## src/rtl/flc_erase_seq.sv

```systemverilog
module flc_erase_seq #(
  parameter int AW = 8,
  parameter int DIVW = 8,
  parameter logic [3:0] UNLOCK_KEY = 4'h2,
  parameter logic [7:0] ERASE_CODE = 8'hAA
) (
  input  logic          clk,
  input  logic          rst_n,
  input  logic          psel,
  input  logic          penable,
  input  logic          pwrite,
  input  logic [AW-1:0] paddr,
  input  logic [31:0]   pwdata,
  output logic [31:0]   prdata,
  input  logic          dbg_en,
  output logic          erase_req,
  input  logic          erase_done,
  output logic          irq
);
  localparam logic [AW-1:0] OFS_ADDR = AW'(8'h00);
  localparam logic [AW-1:0] OFS_DIV  = AW'(8'h04);
  localparam logic [AW-1:0] OFS_CTRL = AW'(8'h08);
  localparam logic [AW-1:0] OFS_INTR = AW'(8'h24);
  localparam logic [AW-1:0] OFS_DAT  = AW'(8'h30);

  logic [31:0]     addr_q;
  logic [DIVW-1:0] div_q;
  logic [3:0]      key_q;
  logic [7:0]      code_q;
  logic            go_q, busy_q;
  logic [1:0]      flag_q, en_q;
  logic [31:0]     dat_q [4];

  logic wr, wr_ctrl, wr_intr, start_try, key_ok, start_ok, start_bad, fin;
  logic dat_hit;

  assign wr        = psel & penable & pwrite;
  assign wr_ctrl   = wr && paddr == OFS_CTRL;
  assign wr_intr   = wr && paddr == OFS_INTR;
  assign dat_hit   = paddr[AW-1:4] == OFS_DAT[AW-1:4] && paddr[1:0] == 2'b00;
  assign start_try = wr_ctrl & ~busy_q & pwdata[0];
  assign key_ok    = pwdata[31:28] == UNLOCK_KEY && pwdata[15:8] == ERASE_CODE;
  assign start_ok  = start_try & key_ok & dbg_en;
  assign start_bad = start_try & ~(key_ok & dbg_en);
  assign fin       = busy_q & erase_done;

  assign erase_req = busy_q;
  assign irq       = |(flag_q & en_q);

  always_ff @(posedge clk or negedge rst_n) begin
    if (!rst_n) begin
      addr_q <= '0;
      div_q  <= '0;
      key_q  <= '0;
      code_q <= '0;
      go_q   <= 1'b0;
      busy_q <= 1'b0;
      flag_q <= '0;
      en_q   <= '0;
      for (int i = 0; i < 4; i++) dat_q[i] <= '0;
    end else begin
      if (wr && paddr == OFS_ADDR) addr_q <= pwdata;
      if (wr && paddr == OFS_DIV)  div_q  <= pwdata[DIVW-1:0];
      if (wr && dat_hit)           dat_q[paddr[3:2]] <= pwdata;
      if (wr_ctrl && !busy_q) begin
        code_q <= pwdata[15:8];
        key_q  <= start_bad ? 4'h0 : pwdata[31:28];
        if (start_ok) begin
          go_q   <= 1'b1;
          busy_q <= 1'b1;
        end
      end else if (fin) begin
        go_q   <= 1'b0;
        busy_q <= 1'b0;
        key_q  <= 4'h0;
      end
      if (wr_intr) en_q <= pwdata[9:8];
      flag_q <= (flag_q & ~(wr_intr ? pwdata[1:0] : 2'b00)) | {start_bad, fin};
    end
  end

  always_comb begin
    prdata = '0;
    unique case (1'b1)
      paddr == OFS_ADDR: prdata = addr_q;
      paddr == OFS_DIV:  prdata = 32'(div_q);
      paddr == OFS_CTRL: prdata = {key_q, 3'b000, busy_q, 8'h00, code_q, 7'h00, go_q};
      paddr == OFS_INTR: prdata = {22'h0, en_q, 6'h0, flag_q};
      dat_hit:           prdata = dat_q[paddr[3:2]];
      default:           prdata = '0;
    endcase
  end

  a_r5_req_held: assert property (@(posedge clk) disable iff (!rst_n)
    erase_req && !erase_done |=> erase_req);
  a_r5_finish: assert property (@(posedge clk) disable iff (!rst_n)
    erase_req && erase_done |=> !erase_req && flag_q[0]);
  a_r6_bad_key: assert property (@(posedge clk) disable iff (!rst_n)
    start_try && !key_ok |=> !erase_req && flag_q[1]);
  a_r7_no_debug: assert property (@(posedge clk) disable iff (!rst_n)
    start_try && !dbg_en |=> !erase_req && flag_q[1]);
  a_r8_locked: assert property (@(posedge clk) disable iff (!rst_n)
    busy_q && !erase_done |=> $stable(key_q) && $stable(code_q));
  a_r9_relock: assert property (@(posedge clk) disable iff (!rst_n)
    $fell(busy_q) |-> key_q == 4'h0);
  a_r12_idle_done: assert property (@(posedge clk) disable iff (!rst_n)
    !busy_q && erase_done && !start_try && !wr_intr |=> $stable(flag_q) && !erase_req);
endmodule

```

## config.mk

```make
export PLATFORM = sky130hd
export DESIGN_NAME = flc_erase_seq
export DESIGN_NICKNAME = d
export VERILOG_FILES = /design/src/rtl/flc_erase_seq.sv
export SDC_FILE = /design/constraint.sdc
export NUM_CORES = 1
export LEC_CHECK = 0
export BUFFER_PORTS_ARGS = -buffer_cell sky130_fd_sc_hd__buf_4
export CORE_UTILIZATION = 30
export CTS_BUF_LIST = sky130_fd_sc_hd__clkbuf_16
export DETAILED_ROUTE_END_ITERATION = 10
export SKIP_CTS_REPAIR_TIMING = 1
export SLEW_MARGIN = 20
export SYNTH_ARGS = -nofsm -noshare
export SYNTH_HDL_FRONTEND = slang
export SYNTH_SLANG_ARGS = --single-unit
export TNS_END_PERCENT = 20
```

## constraint.sdc

```tcl
create_clock -name clk -period 3.3 [get_ports clk]
set_clock_uncertainty 0.15 [all_clocks]
set_input_delay 0.165 -clock clk [delete_from_list [all_inputs] [get_ports clk]]
set_output_delay 0.165 -clock clk [all_outputs]
set_load 0.005 [all_outputs]
```

==> results of run 1 <==
## area by class of cell
class	instances	area share
clock inverter	15	0.0148
inverter	2	0.000722
timing repair buffer	134	0.108
tap	372	0.0448
multi-input combinational	336	0.345
sequential	185	0.445
clock buffer	17	0.0409
## worst max path at each step
stage / endpoint / slack (ns)
after floorplan: prdata[31] / 1.28
final: erase_req$_DFFE_PN0P_ / 0.35
after detailed placement: key_q[2]$_DFFE_PN0P_ / 0.73
after CTS: prdata[28] / 0.89
after global placement: key_q[2]$_DFFE_PN0P_ / 0.68
after global routing: erase_req$_DFFE_PN0P_ / 0.25
## kinds of logic after synthesis
family                 count (synthesis)  share of synthesized area
AND/OR/NAND/NOR                       80                     0.0534
AO/OA/AOI/OAI                         42                     0.0401
multiplexers                         214                      0.331
flip-flops                           185                      0.554
buffers and inverters                 38                     0.0217
## cells in the mapped netlist, types with 2 or more instances
cell type and number:
nor4_1 2, nand2_1 33, clkbuf_1 9, nor2_1 6, nor3_2 4, inv_1 2
nand2b_1 3, a22o_1 12, mux2i_1 4, and2_1 2, mux2_1 6, mux4_2 32
dfrtp_1 185, nor4b_1 2, o21ai_0 6, and3_1 2, nand3_1 9, a221o_1 8
buf_2 24, nand3b_1 2, nor3_1 3, and2_0 4, a22oi_1 11, mux2_2 172
## per-layer routing
layer	track usage	up-vias	share of wire	wire length (um)
met4	0.0565	0	0.024	464
li1	-	2319	-	-
met2	0.240	72	0.50	9560
met3	0.0276	29	0.022	425
met5	0	-	0	0
met1	0.183	2704	0.46	8800
## worst max-delay path, stage by stage (launching register included)
cell and delay (ns):
dfrtp_1 0.49, or3b_2 0.51, nor4_4 0.70, buf_4 0.29, nand3_1 0.10, o21ai_0 0.09
dlygate4sd3_1 0.57
## flip-flops by register name, summed over array words and instances (netlist names)
| register | flops |
|---|---|
| addr_q | 32 |
| code_q | 8 |
| dat_q | 128 |
| div_q | 8 |
| en_q | 2 |
| erase_req | 1 |
| flag_q | 2 |
| key_q | 4 |
## power groups by stage
stage / Combinational, mW / Clock [mW] / Sequential, mW
finish: 0.272 / 2.01 / 2.32
global route: 0.300 / 2.15 / 2.32
floorplan: 0.0952 / 0 / 2.36
global placement: 0.243 / 0 / 2.36
detailed placement: 0.244 / 0 / 2.36
CTS: 0.244 / 2.06 / 2.32
## through the flow
stage | power (mW) | worst slack [ns] | utilization | instances
6_report | 4.59 | 0.348 | 0.383 | 1061
5_1_grt | 4.77 | 0.252 | 0.383 | 1061
4_1_cts | 4.62 | 0.888 | 0.369 | 1025
3_5_place_dp | 2.61 | 0.730 | 0.348 | 993
3_3_place_gp | 2.60 | 0.681 | 0.348 | 993
2_1_floorplan | 2.45 | 1.28 | - | 559
==> run metrics, run 1 <==
EDFF count, synth 0; power per standard cell area 442 mW/mm^2; most frequent cells in the layout dfrtp_1 (185), mux2_2 (172), buf_4 (95); ANT nets after route 0; Slew Limit Fails 0; outcome finished, final reports clean; initial detailed-routing violation count 238; post-synthesis sequential area ratio 0.554; clock root cell clkbuf_16; Synth Flop Type dfrtp_1; CTS tree done; Yosys warning total 0; RSZ-0062 raised after global routing false; switch share 0.239; reg-to-reg endpoint erase_req$_DFFE_PN0P_; fin crit period 2.95 ns; DPL Wire Length 12200 um; initial cell density of the core 0.308; path depth of the worst reg2reg path 6; Gate power share 0.059; R2R Setup Slk 0.35 ns; DR vias 5124; post-route cell area 0.0104 mm^2; std cell rows 60; initial antenna violation count 0; CP Launch Type flip-flop; Worst Setup End Kind flip-flop; maximum clock rate about 340 MHz; Worst Hold End flag_q[1]$_DFF_PN0_; HP Start paddr[4]; largest net degree at the start of global routing 78; crit-path max FO 10; sequential power share 0.504; Fin Hold WS about 0.011 ns; final layout net count about 720; I/O pin count 81; Storage cell area around 0.0046 mm^2; Clock Power Share 0.436; gpl congestion 0.804; first-pass GRT wire length 31300 um; die height 169 um; Int Pwr 3.50 mW; Hold Fails Final Rpt 0; switching power between 1 and 1.5 mW; Max-Cap Viols 0; Placeable Area 0.0272 mm^2; hold path cells 4; critical setup path kind flip-flop to flip-flop; CTS max path bufs 2; # diodes 0; worst min-delay path class primary input to flip-flop; setup TNS 0 ns; worst r2r src erase_req$_DFFE_PN0P_; total CTS buffers 17; P_leak ~5.0 nW; Area Growth Syn to Fin 24.4%; Worst-Margin Slew 0.940 ns; Worst EP arrival 3.16 ns; syn avg cell area 15.0 um^2; Worst-Skew Late Latency 0.42 ns; DRC 0; post-synth top area cell dfrtp_1; CTS H-tree depth 4; clock tree sinks 185; vias in the first global route 5534; routed length per instance around 18 um; dpl cell area 0.00946 mm^2; most common cell after layout, fill and taps aside dfrtp_1; IO Port Bufs 80; Area contributors post-synth dfrtp_1 (55%), mux2_2 (23%), mux4_2 (8.6%); Slew headroom 0.365; worst setup path start erase_req$_DFFE_PN0P_; width of the die 169 um; drt via density 4.83; final setup fails 0; Remaining Overflow, GRT 0; final period utilization 0.895; Distinct cells, synth 40; Die ar. 0.0285 mm^2; DRT Pass-1 Iters 4; VDD IR-drop max 0.354 mV; multi-input logic area 0.00359 mm^2; ys async rst share 1.00; Netlist Area Pre-Place 0.00836 mm^2; Cells after Synth 559; All-Layer GR Usage 0.144; share of cells above drive strength 1 0.499; Worst EP required 3.51 ns; Yosys reg bits roughly 190; syn nets 606; Reg clk slew, reported paths 0.07 ns; FILL cells approximately 2600; DRT Wirelength roughly 19000 um; post-synth top area share 0.554
Power figures use the tool's default switching activity.
==> run 2, diff against run 1 <==
==> constraint.sdc (replaced) <==
create_clock -name clk -period 3.3 [get_ports clk]
set_clock_uncertainty 0.15 [all_clocks]
set_input_delay 0.165 -clock clk [delete_from_list [all_inputs] [get_ports clk]]
set_output_delay 0.165 -clock clk [all_outputs]
set_load 0.1 [all_outputs]
==> run 2 against run 1 <==
- die area did not move
- combinational power rose by 2%
- final area fell by 0.22%
- first-iteration DRC count fell by 12%
- core utilization fell by 0.083 points
- power fell by 3.6%
- global-route usage rose by 0.088 points
- non-clock buffer count rose by 1
- worst setup slack improved by 0.29 ns
- count of clock-buffer cells in the layout did not move
- largest cell class unchanged
- largest power group unchanged
==> run metrics, run 2 (same netlist as run 1, synthesis figures left out) <==
Slew headroom 0.356 (-0.00937); Slew Limit Fails 0 (unchanged); most frequent cells in the layout dfrtp_1 (185), mux2_2 (172), buf_4 (95); clock tree sinks 185 (unchanged); worst min-delay path class primary input to flip-flop; P_leak 5.01 nW (-0.21%); fin crit period 2.66 ns (-0.288 ns); worst setup path start paddr[5]; DR vias 5141 (+0.33%); biggest regs dat_q (128), addr_q (32); max reg flops 128 (unchanged); VDD IR-drop max 0.303 mV (-14%); share of cells above drive strength 1 0.497 (-0.00217); CTS max path bufs 2 (unchanged); width of the die 169 um (unchanged); DRT Pass-1 Iters 5 (+1); most common cell after layout, fill and taps aside dfrtp_1; dpl cell area 0.00949 mm^2 (+0.32%); vias in the first global route 5354 (-3.3%); DPL Wire Length 12500 um (+2.0%); Worst EP required 2.98 ns (-0.53 ns); Area Growth Syn to Fin 24.1%; routed length per instance 18.3 um (+1.1%); ANT nets after route 0 (unchanged); IO Port Bufs 80 (unchanged); R2R Setup Slk 0.85 ns (+0.50 ns); reg-to-reg endpoint erase_req$_DFFE_PN0P_; Top reg by flops dat_q; I/O pin count 81 (unchanged); CTS H-tree depth 4 (unchanged); worst r2r src erase_req$_DFFE_PN0P_; die height 169 um (unchanged); RSZ-0062 raised after global routing false; DRT Wirelength 19500 um (+1.2%); Util after Layout 0.382 (-0.000829); All-Layer GR Usage 0.144 (+0.000884); final layout net count 724 (+0.14%); total CTS buffers 17 (unchanged); CTS tree done; Worst-Skew Late Latency 0.42 ns (about the same); first-pass GRT wire length 31200 um (-0.37%); final setup fails 0 (unchanged); Max-Cap Viols 0 (unchanged); DRC 0 (unchanged); outcome finished, final reports clean; Reg clk slew, reported paths 0.06 ns (about the same); largest net degree at the start of global routing 104 (+33%); initial antenna violation count 0 (unchanged); gpl congestion 0.802 (-0.31%); path depth of the worst reg2reg path 6 (unchanged); Die ar. 0.0285 mm^2 (unchanged); # diodes 0 (unchanged); Worst-Margin Slew 0.954 ns (+0.0139 ns); power per standard cell area 427 mW/mm^2 (-3.4%); setup TNS 0 ns (unchanged); Placeable Area 0.0272 mm^2 (unchanged); initial cell density of the core 0.308 (unchanged); std cell rows 60 (unchanged); critical setup path kind primary input to output pin; Worst Setup End Kind output pin; post-route cell area 0.0104 mm^2 (-0.22%); Remaining Overflow, GRT 0 (unchanged); Worst EP arrival 2.35 ns (-0.81 ns); Hold Fails Final Rpt 0 (unchanged); initial detailed-routing violation count 210 (-12%); maximum clock rate 375 MHz (+11%); crit-path max FO 9 (-1); final period utilization 0.807 (-0.0872); CP Capture Point prdata[3]; drt via density 4.84 (+0.24%); clock root cell clkbuf_16; CP Launch Type primary input
## run 2: per-stage QoR
| stage | hold slack [ns] | power, mW | cells | worst slack, ns |
|---|---|---|---|---|
| 3_5_place_dp | 0.181 | 2.61 | 994 | 0.746 |
| 6_report | 0.0590 | 4.43 | 1062 | 0.635 |
| 5_1_grt | 0.0816 | 4.61 | 1062 | 0.484 |
| 4_1_cts | -0.287 | 4.46 | 1026 | 0.742 |
| 3_3_place_gp | 0.179 | 2.61 | 994 | 0.761 |
| 2_1_floorplan | -0.281 | 2.45 | 559 | 0.592 |
## run 2: where the power goes
part / total (mW) / internal [mW] / switching, mW
logic: 0.277 / 0.127 / 0.150
registers: 2.32 / 2.30 / 0.0166
clock network: 1.83 / 0.963 / 0.871
## run 2: routing by layer
| metal | vias to the layer above | wire [um] | part of all wire | global-route usage |
|---|---|---|---|---|
| li1 | 2326 | - | - | - |
| met1 | 2722 | 8580 | 0.44 | 0.182 |
| met2 | 70 | 9930 | 0.51 | 0.244 |
| met3 | 23 | 608 | 0.031 | 0.0267 |
| met4 | 0 | 354 | 0.018 | 0.0601 |
| met5 | - | 0 | 0 | 0 |
## run 2: layout make-up
| type | count | area [um^2] |
|---|---|---|
| Fill cell | 2592 | 16800 |
| Sequential cell | 185 | 4630 |
| Inverter | 2 | 7.51 |
| Clock buffer | 17 | 425 |
| Multi-Input combinational cell | 336 | 3600 |
| Clock inverter | 15 | 101 |
| Timing Repair Buffer | 135 | 1150 |
| Tap cell | 372 | 465 |
## run 2: worst max-delay path, stage by stage
cell           delay (ns)
dlygate4sd3_1        0.54
buf_4                0.17
nor2_1               0.18
nand2_1              0.23
nor2_1               0.50
a221o_1              0.27
buf_4                0.30
## run 2: worst min path at each step
stage | startpoint | to | slack (ns) | depth (start not counted)
6_report | paddr[4] | flag_q[1]$_DFF_PN0_ | 0.06 | 4
3_3_place_gp | rst_n | dat_q[68]$_DFFE_PN0P_ | 0.18 | 1
3_5_place_dp | rst_n | dat_q[68]$_DFFE_PN0P_ | 0.18 | 1
2_1_floorplan | rst_n | addr_q[0]$_DFFE_PN0P_ | -0.28 | 0
5_1_grt | paddr[4] | flag_q[1]$_DFF_PN0_ | 0.08 | 4
4_1_cts | rst_n | dat_q[68]$_DFFE_PN0P_ | -0.29 | 1
